`config.mk`:
```
export PLATFORM = sky130hd
export DESIGN_NAME = fifo_rdy_status
export DESIGN_NICKNAME = d
export VERILOG_FILES = /design/src/rtl/fifo_rdy_pkg.sv /design/src/rtl/fifo_rdy_trig.sv /design/src/rtl/fifo_rdy_chan.sv /design/src/rtl/fifo_rdy_host.sv /design/src/rtl/fifo_rdy_status.sv
export SDC_FILE = /design/constraint.sdc
export NUM_CORES = 1
export LEC_CHECK = 0
export ABC_CLOCK_PERIOD_IN_PS = 4000
export CORE_MARGIN = 5
export CORE_UTILIZATION = 35
export CTS_CLUSTER_SIZE = 10
export DETAILED_ROUTE_END_ITERATION = 10
export PLACE_DENSITY_LB_ADDON = 0.25
export SYNTH_ARGS = -nofsm -noshare
export SYNTH_HDL_FRONTEND = slang
export SYNTH_HIERARCHICAL = 1
export SYNTH_SLANG_ARGS = --single-unit
export TNS_END_PERCENT = 20
```
`constraint.sdc`:
```
create_clock -name clk -period 4 [get_ports clk]
set_input_delay 0.8 -clock clk [delete_from_list [all_inputs] [get_ports clk]]
set_output_delay 0.8 -clock clk [all_outputs]
set_load 0.02 [all_outputs]
```
`src/rtl/fifo_rdy_pkg.sv`:
```
package fifo_rdy_pkg;
    localparam int NCH = 2;

    // coded level as a fraction of depth, in sixteenths
    function automatic int code_sixteenths(input bit is_tx, input int code);
        int r;
        if (is_tx) begin
            case (code)
                0: r = 2;
                1: r = 4;
                2: r = 8;
                default: r = 14;
            endcase
        end else begin
            case (code)
                0: r = 2;
                1: r = 4;
                2: r = 14;
                default: r = 15;
            endcase
        end
        return r;
    endfunction
endpackage

```
`src/rtl/fifo_rdy_trig.sv`:
```
module fifo_rdy_trig #(
    parameter bit IS_TX = 1'b1,
    parameter int DEPTH = 64,
    localparam int CW   = $clog2(DEPTH + 1)
) (
    input  logic [1:0]    code,
    input  logic [3:0]    tlr,
    output logic [CW-1:0] level
);
    import fifo_rdy_pkg::*;

    logic [CW-1:0] coded [4];

    for (genvar c = 0; c < 4; c++) begin : g_code
        localparam int LVL = DEPTH * code_sixteenths(IS_TX, c) / 16;
        assign coded[c] = CW'(LVL);
    end

    always_comb begin
        if (tlr == 4'd0) level = coded[code];
        else             level = CW'({tlr, 2'b00});
    end
endmodule

```
`src/rtl/fifo_rdy_chan.sv`:
```
module fifo_rdy_chan #(
    parameter int DEPTH = 64,
    localparam int CW   = $clog2(DEPTH + 1)
) (
    input  logic [CW-1:0] tx_free,
    input  logic [CW-1:0] rx_fill,
    input  logic          rx_tmo,
    input  logic [1:0]    tx_code,
    input  logic [1:0]    rx_code,
    input  logic [3:0]    tx_tlr,
    input  logic [3:0]    rx_tlr,
    output logic          tx_rdy,
    output logic          rx_rdy
);
    logic [CW-1:0] tx_lvl;
    logic [CW-1:0] rx_lvl;

    fifo_rdy_trig #(.IS_TX(1'b1), .DEPTH(DEPTH)) u_tx_trig (
        .code (tx_code),
        .tlr  (tx_tlr),
        .level(tx_lvl)
    );

    fifo_rdy_trig #(.IS_TX(1'b0), .DEPTH(DEPTH)) u_rx_trig (
        .code (rx_code),
        .tlr  (rx_tlr),
        .level(rx_lvl)
    );

    assign tx_rdy = (tx_free >= tx_lvl);
    assign rx_rdy = (rx_fill >= rx_lvl) || rx_tmo;
endmodule

```
`src/rtl/fifo_rdy_host.sv`:
```
module fifo_rdy_host #(
    parameter int NCH = 2,
    parameter int DW  = 8
) (
    input  logic           clk,
    input  logic           rst_n,
    input  logic           cs_a_n,
    input  logic           cs_b_n,
    input  logic [2:0]     addr,
    input  logic           wr_en,
    input  logic           rd_en,
    input  logic [DW-1:0]  wdata,
    input  logic [NCH-1:0] rdy_en,
    input  logic [NCH-1:0] loopback,
    input  logic [DW-1:0]  status,
    output logic [DW-1:0]  rdata
);
    localparam logic [2:0] STAT_ADDR = 3'h7;

    typedef struct packed {
        logic [NCH-1:0][DW-1:0] scratch;
        logic [DW-1:0]          rdata;
    } host_t;

    host_t st_d, st_q;

    logic sel;
    logic any_cs;
    logic stat_acc;
    logic hit;

    always_comb begin
        sel      = cs_a_n;
        any_cs   = !cs_a_n || !cs_b_n;
        stat_acc = any_cs && rdy_en[sel] && !loopback[sel];
        hit      = (addr == STAT_ADDR);

        st_d = st_q;
        if (any_cs && wr_en && hit && !stat_acc)
            st_d.scratch[sel] = wdata;
        if (any_cs && rd_en) begin
            if (!hit)          st_d.rdata = '0;
            else if (stat_acc) st_d.rdata = status;
            else               st_d.rdata = st_q.scratch[sel];
        end
    end

    always_ff @(posedge clk or negedge rst_n) begin
        if (!rst_n) st_q <= '0;
        else        st_q <= st_d;
    end

    assign rdata = st_q.rdata;
endmodule

```
`src/rtl/fifo_rdy_status.sv`:
```
module fifo_rdy_status #(
    parameter int DEPTH = 64,
    localparam int NCH  = fifo_rdy_pkg::NCH,
    localparam int CW   = $clog2(DEPTH + 1)
) (
    input  logic              clk,
    input  logic              rst_n,
    input  logic              cs_a_n,
    input  logic              cs_b_n,
    input  logic [2:0]        addr,
    input  logic              wr_en,
    input  logic              rd_en,
    input  logic [7:0]        wdata,
    output logic [7:0]        rdata,
    input  logic [NCH-1:0]    rdy_en,
    input  logic [NCH-1:0]    loopback,
    input  logic [NCH*CW-1:0] tx_free,
    input  logic [NCH*CW-1:0] rx_fill,
    input  logic [NCH-1:0]    rx_tmo,
    input  logic [NCH*2-1:0]  fcr_tx_code,
    input  logic [NCH*2-1:0]  fcr_rx_code,
    input  logic [NCH*4-1:0]  tlr_tx,
    input  logic [NCH*4-1:0]  tlr_rx,
    output logic [7:0]        rdy_status
);
    logic [NCH-1:0] tx_rdy;
    logic [NCH-1:0] rx_rdy;

    for (genvar ch = 0; ch < NCH; ch++) begin : g_ch
        fifo_rdy_chan #(.DEPTH(DEPTH)) u_chan (
            .tx_free(tx_free[ch*CW +: CW]),
            .rx_fill(rx_fill[ch*CW +: CW]),
            .rx_tmo (rx_tmo[ch]),
            .tx_code(fcr_tx_code[ch*2 +: 2]),
            .rx_code(fcr_rx_code[ch*2 +: 2]),
            .tx_tlr (tlr_tx[ch*4 +: 4]),
            .rx_tlr (tlr_rx[ch*4 +: 4]),
            .tx_rdy (tx_rdy[ch]),
            .rx_rdy (rx_rdy[ch])
        );
    end

    always_comb begin
        rdy_status      = '0;
        rdy_status[1:0] = tx_rdy;
        rdy_status[5:4] = rx_rdy;
    end

    fifo_rdy_host #(.NCH(NCH), .DW(8)) u_host (
        .clk     (clk),
        .rst_n   (rst_n),
        .cs_a_n  (cs_a_n),
        .cs_b_n  (cs_b_n),
        .addr    (addr),
        .wr_en   (wr_en),
        .rd_en   (rd_en),
        .wdata   (wdata),
        .rdy_en  (rdy_en),
        .loopback(loopback),
        .status  (rdy_status),
        .rdata   (rdata)
    );
endmodule

```
==> impl_metrics.ini <==
[status]
status = completed

[drt]
vias_per_cell = 4.70
dr_wl_met3_um = 234
wl_per_cell_um = 12.6
dr.pass1.iters = 4
drt_first_iter_violations = 23
ant_nets = 0
met2_wirelength_um = 2550
highest_layer = met4
drc = 0
wl_met1_um = 2340
via_count = 1926
wirelength_um = 5150

[clocking]
cts_htree_levels = 1
clk_latency_ns = 0.26
root_buffer = clkbuf_8
cts_tree = built
hold_buffers = 0
cts_resized = 0
cts.sinks = 24
post-cts-setup-buffers = 0
cts_buffers = 3
cts.path.max_buffers = 2
path_clk_slew_ns = 0.08

[finish]
diodes = 0
drive_gt1_frac = 0.105
fillers = 601
layout.cells.non_filler = 410
syn2layout_area_growth_pct = 36.3
finish.utilization = 0.496
nNetsFinal = 437

[critical_path]
end_kind = output port
reg2reg_to = u_host/rdata[7]$_DFFE_PN0P_
crit_required_ns = 3.20
cp-start-kind = primary input
r2r_cells = 3
crit_slowest_cell = clkdlybuf4s50_1
path_common_cell = clkdlybuf4s50_1
cp_cell_sequence = clkdlybuf4s50_1, o41ai_2, inv_1, ha_1, nand4_1, and3_1, o21ai_1, clkdlybuf4s50_1
critPathTopFamily = buffers and inverters
path_max_fanout = 4
r2r-start = u_host/st_q[15]$_DFFE_PN0P_
crit_arrival_ns = 3.01
critPathKind = primary input to output port
ff2ff_setup_slack_ns = 2.81
cp_slowest_stage_delay_ns = 0.64
path_buf_inv = 3

[timing]
slew_headroom = 0.286
fin_skew_ns = 0.000774
worst_pin_slew_ns = 1.07
fmax_ghz = 0.263
rsz0062_at_grt = no
min_period_over_period = 0.952
tns_ns = 0
period_needed_ns = 3.81
hold_violations = 0
slew_violations = 0
final-setup-viol-count = 0

[synth]
yosys-top-cells-count = inv_1 (34), ha_1 (28), buf_4 (24), dfrtp_1 (24), mux2_2 (16)
ys_ff_latch = 24
synth.most_common_cell = inv_1
ys_async_sr_fraction = 1.00
synth_area_sq_um = 2350
yosys.area.top_type = dfrtp_1
ys.warnings.count = 6
synth_area_leaders = dfrtp_1 (26%), ha_1 (15%), buf_4 (7.7%), mux2_2 (7.7%), inv_1 (5.4%)
synth_ff_type = dfrtp_1
syn_area_per_cell_sq_um = 9.08
netlist_instances = 259
yosys.area.top_type_share = 0.255
ys_seq_area_frac = 0.255
synth_edf_count = 0
yosys.cell_types.count = 43

[global_route]
globalRouteTotalUtil = 0.117
grt_pass1_wl_um = 8400
grt_pass1_vias = 1883
antenna_found_initial = 0
grt_max_degree = 25
gr-total-overflow = 0

[worst_hold_path]
hp-start = u_host/rdata[7]$_DFFE_PN0P_
hp-class = register to register
hold_end = u_host/rdata[7]$_DFFE_PN0P_
whs_path_depth = 2

[power]
p_leak_uw = 0.00147
power_uw = 735
irDropWorstVdd_mv = 0.238
cellPowerDensity_nw_per_um2 = 229

[floorplanning]
start_util = 0.364
die_h_um = 92.0
row_count = 29
dieArea_sq_um = 8460
core-area_sq_um = 6460
fp.dieW_um = 92.0
ios = 91

[place]
finalWeightedCongestion = 0.703
dp_cells = 406
hpwlAfterDp_um = 4410
io_buffers = 86

[flow_run]
max_cap_viol_count = 0
[through the flow]
step           hold slack [ns]  worst slack [ns]  instance area, sq um
3_5_place_dp             0.470             0.152                  3150
5_1_grt                  0.516            0.0414                  3200
4_1_cts                  0.490             0.139                  3200
2_1_floorplan            0.450              1.21                  2410
3_3_place_gp             0.461             0.188                  3150
6_report                 0.484             0.193                  3200
[worst max path at each step]
stage                   start       endpoint  slack, ns  cells past startpoint
detailed placement  tlr_rx[3]  rdy_status[4]       0.15                      8
floorplan           tlr_tx[5]  rdy_status[1]       1.21                      6
finish              tlr_rx[7]  rdy_status[5]       0.19                      8
global route        tlr_rx[7]  rdy_status[5]       0.04                      8
global placement    tlr_rx[3]  rdy_status[4]       0.19                      8
CTS                 tlr_rx[3]  rdy_status[4]       0.14                      8
[kinds of logic (layout without fill, tap and decap cells)]
family	Yosys count	after routing	synth area share
xor gates and xnor gates	2	2	0.00745
and+or+nand+nor	61	61	0.168
buffers and inverters	66	125	0.150
DFF	24	24	0.255
other	5	20	0.00798
AOI/OAI and AO/OA	57	57	0.185
adders and majority gates	28	28	0.149
muxes	16	16	0.0766
[sequential cells by signal (all words and copies together) (netlist names)]
name / cells
u_host/rdata: 8
u_host/st_q: 16
[worst reg2reg max path, delay by kind of cell, from the launching register on]
| family | cells | cell delay [ns] |
|---|---|---|
| AOI/OAI and AO/OA | 2 | 0.56 |
| and+or+nand+nor | 1 | 0.12 |
| DFF | 1 | 0.38 |
[layout by cell type, fill, tap and decap left out, types with 2 or more instances in the layout]
master	netlist	routed
clkdlybuf4s50_1	0	85
nand2_1	9	9
nor2b_1	9	9
a21o_2	2	2
a31o_1	4	4
nand3_1	4	4
nor2_1	8	8
nor3_1	4	4
xnor2_1	2	2
a2111oi_0	8	8
mux2_2	16	16
nand2b_1	6	6
a31oi_1	4	4
a31o_2	2	2
o41ai_2	2	2
a21oi_1	11	11
and3_1	3	3
ha_1	28	28
o21ai_1	3	3
clkbuf_8	0	4
nand4_1	7	7
dfrtp_1	24	24
o31ai_1	8	8
a211oi_2	2	2
inv_1	34	34
and2b_1	3	3
conb_1	5	20
a21o_1	8	8
[cell type report]
type                            instances  area (sq um)  area share
Inverter                               34           128      0.0398
Sequential cell                        24           601       0.187
Clock buffer                            4          55.1      0.0172
Timing Repair Buffer                   87           871       0.272
Multi-Input combinational cell        184          1450       0.454
Tap cell                               77          96.3      0.0301
[power breakdown]
part,internal (uW),switching (uW)
registers,279,17.0
logic,161,115
clock network,87.8,75.2
total,528,207
[per-layer routing]
metal | vias to the layer above | global-route usage
li1 | 1016 | -
met5 | - | 0
met4 | 0 | 0.0260
met2 | 42 | 0.217
met3 | 4 | 0.0180
met1 | 864 | 0.142
Note: power is estimated with default switching activity, not from simulation.
